### src/rtl/psfr_pkg.sv
package psfr_pkg;
  localparam int FAULT_N = 9;
  localparam int WARN_N  = 4;

  localparam int F_OT    = 0;
  localparam int F_TSD   = 1;
  localparam int F_LSOC  = 2;
  localparam int F_HSOC  = 3;
  localparam int F_OVF   = 4;
  localparam int F_UVF   = 5;
  localparam int F_TON   = 6;
  localparam int F_VINUV = 7;
  localparam int F_VINOV = 8;

  localparam int W_OT = 0;
  localparam int W_OC = 1;
  localparam int W_OV = 2;
  localparam int W_UV = 3;

  // faults whose stop is delayed by PWM periods
  localparam logic [FAULT_N-1:0] OC_GROUP   = (FAULT_N'(1) << F_LSOC) | (FAULT_N'(1) << F_HSOC);
  // events ignored during the soft-start ramp
  localparam logic [FAULT_N-1:0] RAMP_FGATE = (FAULT_N'(1) << F_OVF) | (FAULT_N'(1) << F_UVF);
  localparam logic [WARN_N-1:0]  RAMP_WGATE = (WARN_N'(1) << W_OV) | (WARN_N'(1) << W_UV);

  typedef enum logic [1:0] {
    PH_RUN   = 2'd0,
    PH_OCWIN = 2'd1,
    PH_WAIT  = 2'd2,
    PH_OFF   = 2'd3
  } phase_t;
endpackage

### src/rtl/psfr_qual.sv
module psfr_qual
  import psfr_pkg::*;
(
  input  logic                 ramp_active,
  input  logic [FAULT_N-1:0]   flt_in,
  input  logic [2*FAULT_N-1:0] flt_resp,
  input  logic [WARN_N-1:0]    warn_in,
  output logic [FAULT_N-1:0]   flt_eff,
  output logic [WARN_N-1:0]    warn_eff,
  output logic [FAULT_N-1:0]   trip_sd,
  output logic [FAULT_N-1:0]   trip_rs
);
  for (genvar i = 0; i < FAULT_N; i++) begin : g_flt
    logic [1:0] code;
    assign code       = flt_resp[2*i +: 2];
    assign flt_eff[i] = flt_in[i] & ~(ramp_active & RAMP_FGATE[i]);
    assign trip_sd[i] = flt_eff[i] & code[1];
    assign trip_rs[i] = flt_eff[i] & (code == 2'b01);
  end

  for (genvar j = 0; j < WARN_N; j++) begin : g_wrn
    assign warn_eff[j] = warn_in[j] & ~(ramp_active & RAMP_WGATE[j]);
  end
endmodule

### src/rtl/psfr_rtimer.sv
module psfr_rtimer #(
  parameter int MULT_W = 8,
  parameter int RISE_W = 16
) (
  input  logic              clk,
  input  logic              rst_n,
  input  logic              load,
  input  logic              run,
  input  logic [MULT_W-1:0] mult,
  input  logic [RISE_W-1:0] rise,
  output logic              done
);
  localparam int CW = MULT_W + RISE_W;

  logic [CW-1:0] cnt_q, cnt_d;
  logic [CW-1:0] span;

  assign span = CW'(mult) * CW'(rise);
  assign done = (cnt_q <= CW'(1));

  always_comb begin
    cnt_d = cnt_q;
    if (load)             cnt_d = span;
    else if (run && !done) cnt_d = cnt_q - CW'(1);
  end

  always_ff @(posedge clk or negedge rst_n) begin
    if (!rst_n) cnt_q <= '0;
    else        cnt_q <= cnt_d;
  end

  AST_TIMER_STEP: assert property (@(posedge clk) disable iff (!rst_n)
    (!load && run && !done) |=> (cnt_q == $past(cnt_q) - CW'(1)));
endmodule

### src/rtl/psfr_seq.sv
module psfr_seq
  import psfr_pkg::*;
#(
  parameter int OC_CYC = 3
) (
  input  logic               clk,
  input  logic               rst_n,
  input  logic [FAULT_N-1:0] trip_sd,
  input  logic [FAULT_N-1:0] trip_rs,
  input  logic               pwm_tick,
  input  logic               clear_ok,
  input  logic               tmr_done,
  input  logic               vout_low,
  input  logic               ov_ls_latch,
  output phase_t             phase,
  output logic               tmr_load,
  output logic               hs_pend,
  output logic               crow
);
  localparam int OCW = $clog2(OC_CYC + 1);

  phase_t         ph_q, ph_d;
  logic [OCW-1:0] occ_q, occ_d;
  logic           pend_q, pend_d;
  logic           hsp_q, hsp_d;
  logic           crow_q, crow_d;

  logic sd_imm, rs_imm, oc_sd, oc_rs, hs_trip, ovf_trip;

  assign sd_imm   = |(trip_sd & ~OC_GROUP);
  assign rs_imm   = |(trip_rs & ~OC_GROUP);
  assign oc_sd    = |(trip_sd & OC_GROUP);
  assign oc_rs    = |(trip_rs & OC_GROUP);
  assign hs_trip  = trip_sd[F_HSOC] | trip_rs[F_HSOC];
  assign ovf_trip = trip_sd[F_OVF] | trip_rs[F_OVF];

  always_comb begin
    ph_d     = ph_q;
    occ_d    = occ_q;
    pend_d   = pend_q;
    hsp_d    = hsp_q;
    tmr_load = 1'b0;
    unique case (ph_q)
      PH_RUN: begin
        if (sd_imm) ph_d = PH_OFF;
        else if (rs_imm) begin
          ph_d = PH_WAIT; tmr_load = 1'b1;
        end else if (oc_sd | oc_rs) begin
          ph_d = PH_OCWIN; occ_d = '0; pend_d = oc_sd; hsp_d = hs_trip;
        end
      end
      PH_OCWIN: begin
        if (sd_imm) ph_d = PH_OFF;
        else if (rs_imm) begin
          ph_d = PH_WAIT; tmr_load = 1'b1;
        end else begin
          pend_d = pend_q | oc_sd;
          hsp_d  = hsp_q | hs_trip;
          if (pwm_tick) begin
            if (occ_q == OCW'(OC_CYC - 1)) begin
              if (pend_d) ph_d = PH_OFF;
              else begin
                ph_d = PH_WAIT; tmr_load = 1'b1;
              end
            end else begin
              occ_d = occ_q + OCW'(1);
            end
          end
        end
      end
      PH_WAIT: begin
        if (sd_imm | oc_sd) ph_d = PH_OFF;
        else if (tmr_done) begin
          if (rs_imm | oc_rs) tmr_load = 1'b1;
          else                ph_d = PH_RUN;
        end
      end
      PH_OFF: begin
        if (clear_ok) ph_d = PH_RUN;
      end
      default: ph_d = PH_OFF;
    endcase
    if (ph_d != PH_OCWIN) begin
      pend_d = 1'b0;
      hsp_d  = 1'b0;
    end
    if (ovf_trip)                    crow_d = 1'b1;
    else if (ph_d == PH_RUN)         crow_d = 1'b0;
    else if (vout_low && !ov_ls_latch) crow_d = 1'b0;
    else                             crow_d = crow_q;
  end

  always_ff @(posedge clk or negedge rst_n) begin
    if (!rst_n) begin
      ph_q   <= PH_RUN;
      occ_q  <= '0;
      pend_q <= 1'b0;
      hsp_q  <= 1'b0;
      crow_q <= 1'b0;
    end else begin
      ph_q   <= ph_d;
      occ_q  <= occ_d;
      pend_q <= pend_d;
      hsp_q  <= hsp_d;
      crow_q <= crow_d;
    end
  end

  assign phase   = ph_q;
  assign hs_pend = hsp_q;
  assign crow    = crow_q;

  AST_SHUTDOWN_WINS: assert property (@(posedge clk) disable iff (!rst_n)
    (ph_q != PH_OFF && sd_imm) |=> (ph_q == PH_OFF));
  AST_OC_NOT_EARLY: assert property (@(posedge clk) disable iff (!rst_n)
    (ph_q == PH_OCWIN && !pwm_tick && !sd_imm && !rs_imm) |=> (ph_q == PH_OCWIN));
  AST_OFF_HOLD: assert property (@(posedge clk) disable iff (!rst_n)
    (ph_q == PH_OFF && !clear_ok) |=> (ph_q == PH_OFF));
endmodule

### src/rtl/psfr_ctrl.sv
module psfr_ctrl
  import psfr_pkg::*;
#(
  parameter int MULT_W = 8,
  parameter int RISE_W = 16,
  parameter int OC_CYC = 3
) (
  input  logic                 clk,
  input  logic                 rst_n,
  input  logic                 pwm_tick,
  input  logic                 ramp_active,
  input  logic                 is_follower,
  input  logic [FAULT_N-1:0]   flt_in,
  input  logic [2*FAULT_N-1:0] flt_resp,
  input  logic [FAULT_N-1:0]   flt_mask,
  input  logic [WARN_N-1:0]    warn_in,
  input  logic [WARN_N-1:0]    warn_mask,
  input  logic                 neg_oc,
  input  logic                 neg_oc_en,
  input  logic                 vout_low,
  input  logic                 ov_ls_latch,
  input  logic                 sync_fault,
  input  logic                 strap_fail,
  input  logic                 clear_faults,
  input  logic [MULT_W-1:0]    restart_mult,
  input  logic [RISE_W-1:0]    rise_cycles,
  output logic                 hs_en,
  output logic                 ls_en,
  output logic                 hs_limit,
  output logic                 pgood,
  output logic                 alert,
  output logic                 share_pull_low,
  output logic                 restart_busy
);
  logic [FAULT_N-1:0] flt_eff, trip_sd, trip_rs;
  logic [WARN_N-1:0]  warn_eff;
  phase_t             phase;
  logic               tmr_load, tmr_done, hs_pend, crow;
  logic               clear_ok, force_off, noc_act, switching;
  logic               alert_q, alert_d, alert_set, alert_clr;

  psfr_qual u_qual (
    .ramp_active (ramp_active),
    .flt_in      (flt_in),
    .flt_resp    (flt_resp),
    .warn_in     (warn_in),
    .flt_eff     (flt_eff),
    .warn_eff    (warn_eff),
    .trip_sd     (trip_sd),
    .trip_rs     (trip_rs)
  );

  assign clear_ok = clear_faults & ~(|flt_in);

  psfr_seq #(.OC_CYC(OC_CYC)) u_seq (
    .clk         (clk),
    .rst_n       (rst_n),
    .trip_sd     (trip_sd),
    .trip_rs     (trip_rs),
    .pwm_tick    (pwm_tick),
    .clear_ok    (clear_ok),
    .tmr_done    (tmr_done),
    .vout_low    (vout_low),
    .ov_ls_latch (ov_ls_latch),
    .phase       (phase),
    .tmr_load    (tmr_load),
    .hs_pend     (hs_pend),
    .crow        (crow)
  );

  psfr_rtimer #(.MULT_W(MULT_W), .RISE_W(RISE_W)) u_tmr (
    .clk   (clk),
    .rst_n (rst_n),
    .load  (tmr_load),
    .run   (phase == PH_WAIT),
    .mult  (restart_mult),
    .rise  (rise_cycles),
    .done  (tmr_done)
  );

  assign force_off = strap_fail | (sync_fault & is_follower);
  assign noc_act   = neg_oc & neg_oc_en;
  assign switching = ((phase == PH_RUN) | (phase == PH_OCWIN)) & ~force_off;

  assign hs_en          = switching;
  assign ls_en          = crow | (switching & ~noc_act);
  assign hs_limit       = (phase == PH_OCWIN) & hs_pend;
  assign pgood          = (phase == PH_RUN) & ~(|(trip_sd | trip_rs)) & ~warn_eff[W_UV]
                          & ~force_off & ~noc_act;
  assign share_pull_low = force_off;
  assign restart_busy   = (phase == PH_WAIT);

  assign alert_set = (|(flt_eff & ~flt_mask)) | (|(warn_eff & ~warn_mask)) | noc_act;
  assign alert_clr = clear_faults & ~(|flt_in) & ~(|warn_in) & ~neg_oc;

  always_comb begin
    alert_d = alert_q;
    if (alert_set)      alert_d = 1'b1;
    else if (alert_clr) alert_d = 1'b0;
  end

  always_ff @(posedge clk or negedge rst_n) begin
    if (!rst_n) alert_q <= 1'b0;
    else        alert_q <= alert_d;
  end

  assign alert = alert_q;

  AST_CROW_HS_OFF: assert property (@(posedge clk) disable iff (!rst_n)
    crow |-> !hs_en);
  AST_PGOOD_ONLY_RUN: assert property (@(posedge clk) disable iff (!rst_n)
    (phase != PH_RUN) |-> !pgood);
  AST_STRAP_SILENT: assert property (@(posedge clk) disable iff (!rst_n)
    (!alert && !alert_set) |=> !alert);
endmodule

### config.mk
export PLATFORM = sky130hd
export DESIGN_NAME = psfr_ctrl
export DESIGN_NICKNAME = d
export VERILOG_FILES = /design/src/rtl/psfr_pkg.sv /design/src/rtl/psfr_qual.sv /design/src/rtl/psfr_rtimer.sv /design/src/rtl/psfr_seq.sv /design/src/rtl/psfr_ctrl.sv
export SDC_FILE = /design/constraint.sdc
export NUM_CORES = 1
export LEC_CHECK = 0
export BUFFER_PORTS_ARGS = -buffer_cell sky130_fd_sc_hd__buf_4
export CELL_PAD_IN_SITES_DETAIL_PLACEMENT = 1
export CELL_PAD_IN_SITES_GLOBAL_PLACEMENT = 2
export CORE_MARGIN = 2
export CORE_UTILIZATION = 37
export CTS_BUF_LIST = sky130_fd_sc_hd__clkbuf_4
export CTS_CLUSTER_SIZE = 14
export DETAILED_ROUTE_END_ITERATION = 10
export PLACE_DENSITY_LB_ADDON = 0.15
export SYNTH_ARGS = -nofsm -noshare
export SYNTH_HDL_FRONTEND = slang
export SYNTH_SLANG_ARGS = --single-unit
### constraint.sdc
create_clock -name clk -period 3 [get_ports clk]
set_input_delay 0.3 -clock clk [delete_from_list [all_inputs] [get_ports clk]]
set_output_delay 0.3 -clock clk [all_outputs]
set_load 0.1 [all_outputs]
==> impl.org <==
** Run status
- Run status :: finished with violations
- The final reports fail on negative setup slack.

** Pwr
- Total power for the finished layout comes to 6.49 mW.
- Switch share :: 46.8%
- Internal power of the cells :: 3.45 mW
- In this run, flip-flops and latches consume between 10% and 20% of the power.
- Share of power burned in the clock network :: 5.2%
- Leakage power total :: 4.11 nW
- Net switching component of the power :: about 3.0 mW
- VDD sags by at most roughly 400 µV.
- Power spread over the standard cell area amounts to 747 nW/µm².
- Per report_power, the combinational group accounts for 82.9% of the total.

** Route
- After the first detailed-routing iteration, the DRC count stood at 160.
- After detailed routing, the average wire length per cell comes to 16.9 µm.
- For this block, the routed nets add up to 19000 µm of wire.
- In this run the remaining antenna-violating nets after routing total 0.
- Drt drc :: 0
- Number of optimization iterations in the first detailed-route pass :: 4
- Via total after detailed routing :: ~5700
- Avg Vias per Cell :: about 5.1

** Placement
- Once detailed placement completed, the half-perimeter wirelength came to 15800 µm.
- IO Port Bufs :: 86
- Once placement completed, the tool counted placed cells totaling 1096.
- At the end of routability-driven placement, the weighted congestion stood at 0.839.

** Worst setup path
- STA puts the critical path data arrival time at approximately 4.4 ns.
- Kind of cell adding the most delay to the critical path :: adder cells
- Slowest cell delay on critical path :: 0.57 ns
- The worst setup path is launched from an input port.
- Data on the critical path is required at its endpoint by 3.23 ns.
- The critical path runs through a total of 19 cells.
- The worst setup path is captured at a flip-flop.
- Number of cells on the worst reg-to-reg path :: 8
- For this design, the slowest cell found on the critical path is fa_1.
- Timing endpoint of the critical path :: u_tmr.cnt_q[22]$_DFFE_PN0P_
- The critical path starts at restart_mult[6].
- The critical path goes through buf_16 -> and2_4 -> fa_1 -> fa_1 -> fa_1 -> inv_1 -> fa_1 -> inv_2 -> ha_4 -> buf_6 -> o211ai_1 -> buf_4 -> nor4b_4 -> buf_4 -> a32oi_4 -> o21ai_2 -> a211oi_2 -> xor2_1 -> mux2i_1.
- Setup slack on the worst reg-to-reg path comes out at 0.21 ns.
- Crit path kind :: input port to flip-flop
- Worst reg2reg path endpoint :: u_tmr.cnt_q[14]$_DFFE_PN0P_
- By instance count, the cell type seen most on the critical path is fa_1.
- Sum of buffers and inverters on the critical path :: 6
- Reg-to-reg critical path startpoint :: u_tmr.cnt_q[9]$_DFFE_PN0P_
- Max Fanout on Critical Path :: 5

** Yosys
- Post-synth ARST share :: 100%
- Multiplexer fraction of the synthesized cell area :: 1.31%
- A synthesized cell averages 8.61 µm².
- Post-synth top cells :: inv_1 (118), and2_1 (108), fa_1 (84)
- By area the synthesized netlist is led by fa_1 (27%), dfrtp_1 (13%), and2_1 (11%).
- Adder-Cell Fraction of Synth Area :: 36.5%
- Instance count of the mapped netlist :: 722
- Fraction of post-synthesis cell area in the top cell type by area :: 27.1%
- For this run, the number of Yosys warnings is 0.
- Seq/Total Area, Yosys :: 12.9%
- Number of nets in the synthesized netlist :: 933
- Number of different library cells in the post-synthesis netlist :: 57
- Most used DFF post-synth :: dfrtp_1
- After synthesis, the largest family of logic cells by area is adder cells.
- Area share of and/or/nand/nor cells after synthesis :: 25.0%
- The synthesized netlist devotes between 10% and 20% of its cell area to compound gates.
- Netlist area before placement :: roughly 6200 µm²
- In the post-synthesis netlist, the cell with the most instances is inv_1.
- The largest total area in the synthesized netlist belongs to fa_1.
- Count of flip-flops with a built-in enable after synthesis :: 0
- Post-synthesis register bit count :: 32
- The synthesized netlist devotes 4.37% of its cell area to XOR and XNOR gates.

** GRT
- The initial antenna violation count came to 0.
- Global route overflow :: 0
- Global router's overall resource usage :: 21.5%
- The number of global-route vias before repair is 6530.
- Entering global routing, the biggest net connects 33 pins.
- The first global-routing pass estimated 31400 µm of wire.

** CTS
- Worst-path clk slew :: 0.12 ns
- Root Driver :: clkbuf_4
- Inserted Clock Buffers :: 5
- Clock latency on the worst-skew pair, taken at its later pin, is 0.34 ns.
- TritonCTS built the clock tree.
- No sink is reached through more buffers than the 2 on the longest clock path.
- For this design, the sink count on the clock tree is 32.
- In this run the number of H-tree levels came out at 2.

** STA
- For the pin with the worst max-slew slack, the measured transition is 0.469 ns.
- The worst pin sits at a relative slew slack of 68.5%.
- The number of pins with negative max-slew slack in the final report came to 0.
- Setup clock skew after layout :: 0.0109 ns
- The worst path uses 137% of the clock period.
- Number of setup violations in the final report :: 18
- After layout, the worst setup slack is -1.12 ns.
- Counting I/O delays and the setup requirement, the final critical path takes 4.12 ns.
- Max frequency :: 243 MHz
- Hold Violations, Final :: 0
- Setup repair after global routing could not meet its margin everywhere.

** Floorplan
- In this run the horizontal extent of the chip is about 130 µm.
- Overall die height :: 134 µm
- In this run the core area contains 47 standard-cell rows.
- Boundary pin count :: 87
- Initial standard-cell utilization of the core :: 37.6%
- Total Die Area :: roughly 18000 µm²
- Core Region :: 16500 µm²

** Hold path
- In this run the worst hold path is classified as input port to flip-flop.

** Cells and area
- From synthesis to final layout, the design area changed by 39.9%.
- Final nets :: approximately 1100
- Fraction of final layout cells sized beyond drive strength 1 :: between 30% and 40%
- The number of antenna diodes in the final layout is 0.
- After the flow finishes, the layout carries non-filler instances totaling 1123.

** Run
- Number of max-cap violations :: 0
## state kept, by name, summed over array words and instances (netlist names)
signal         cells
u_tmr.cnt_q       24
u_seq.hs_pend      1
u_seq.pend_q       1
u_seq.occ_q        2
u_seq.crow         1
u_seq.phase        2
alert              1
## metrics by stage
stage / area, µm² / hold WS [ns] / worst slack, ns / TNS [ns] / util (%)
floorplan: 6450 / 0.00441 / -1.23 / -15.67 / -
global placement: 7910 / 0.270 / -1.55 / -22.86 / 47.8
detailed placement: 7910 / 0.277 / -1.60 / -24.50 / 47.8
CTS: 8350 / 0.204 / -1.09 / -15.13 / 50.5
global route: 8700 / 0.225 / -1.32 / -18.20 / 52.6
finish: 8700 / 0.204 / -1.12 / -15.41 / 52.6
## logic make-up (layout without fill, tap and decap cells)
logic type,count (synthesis),in the layout
AND/OR/NAND/NOR,277,277
buffers and inverters,134,315
adder cells (fa/ha/maj),131,131
AO/OA/AOI/OAI,109,109
flip-flops,32,32
XOR/XNOR,31,31
multiplexers,8,8
## worst register-to-register path, stage by stage, from the launching register on
cell      delay, ns
dfrtp_1        0.44
or4_1          0.56
nor3_2         0.26
nand4_1        0.25
o41ai_4        0.42
buf_4          0.39
o311ai_2       0.20
buf_4          0.17
nand2_1        0.05
## routing by layer
layer	share of wire [%]	GRT usage, %	up-vias	wire [µm]
li1	-	-	2736	-
met1	43	26.8	2884	8170
met2	53	40.8	81	10100
met3	2.0	1.64	21	384
met4	1.7	4.14	0	321
met5	0	0	-	0
## cells in the final DEF (no fill, tap or decap), drive strengths merged, types with 16 or more instances in the layout
cell type  instances
xnor2             16
fa                84
nor2              30
a21oi             20
o21ai             30
ha                47
inv              117
buf              187
and2             108
dfrtp             32
nand2             46
## power by group through the flow
stage / Combinational [mW] / Sequential, mW / Clock (mW)
floorplan: 2.80 / 0.723 / 0
global placement: 4.21 / 0.754 / 0
detailed placement: 4.40 / 0.772 / 0
CTS: 4.90 / 0.763 / 0.345
global route: 5.98 / 0.797 / 0.365
finish: 5.38 / 0.772 / 0.337
## what timing repair did
item,CTS,global route
endpoints found under the setup margin,19,20
gates cloned,1,1
endpoints found under the hold margin,32,0
gates resized for setup,80,52
hold buffers,1,0
buffers inserted,7,12
pin swaps,41,28
## worst min path at each step
stage / from / end / slack, ns / cells past startpoint
5_1_grt: neg_oc / alert$_DFFE_PN0P_ / 0.22 / 3
4_1_cts: neg_oc / alert$_DFFE_PN0P_ / 0.20 / 3
3_3_place_gp: rst_n / u_tmr.cnt_q[8]$_DFFE_PN0P_ / 0.27 / 1
3_5_place_dp: rst_n / u_tmr.cnt_q[8]$_DFFE_PN0P_ / 0.28 / 1
6_report: neg_oc / alert$_DFFE_PN0P_ / 0.20 / 3
2_1_floorplan: rst_n / alert$_DFFE_PN0P_ / 0.004 / 0
## cell type report
type	instances	area, µm²
fill	1919	7830
multi-input combinational	556	5450
sequential	32	801
clock inverter	3	37.5
tap	220	275
clock buffer	5	37.5
inverter	118	447
timing repair buffer	189	1650
Power figures use the tool's default switching activity.
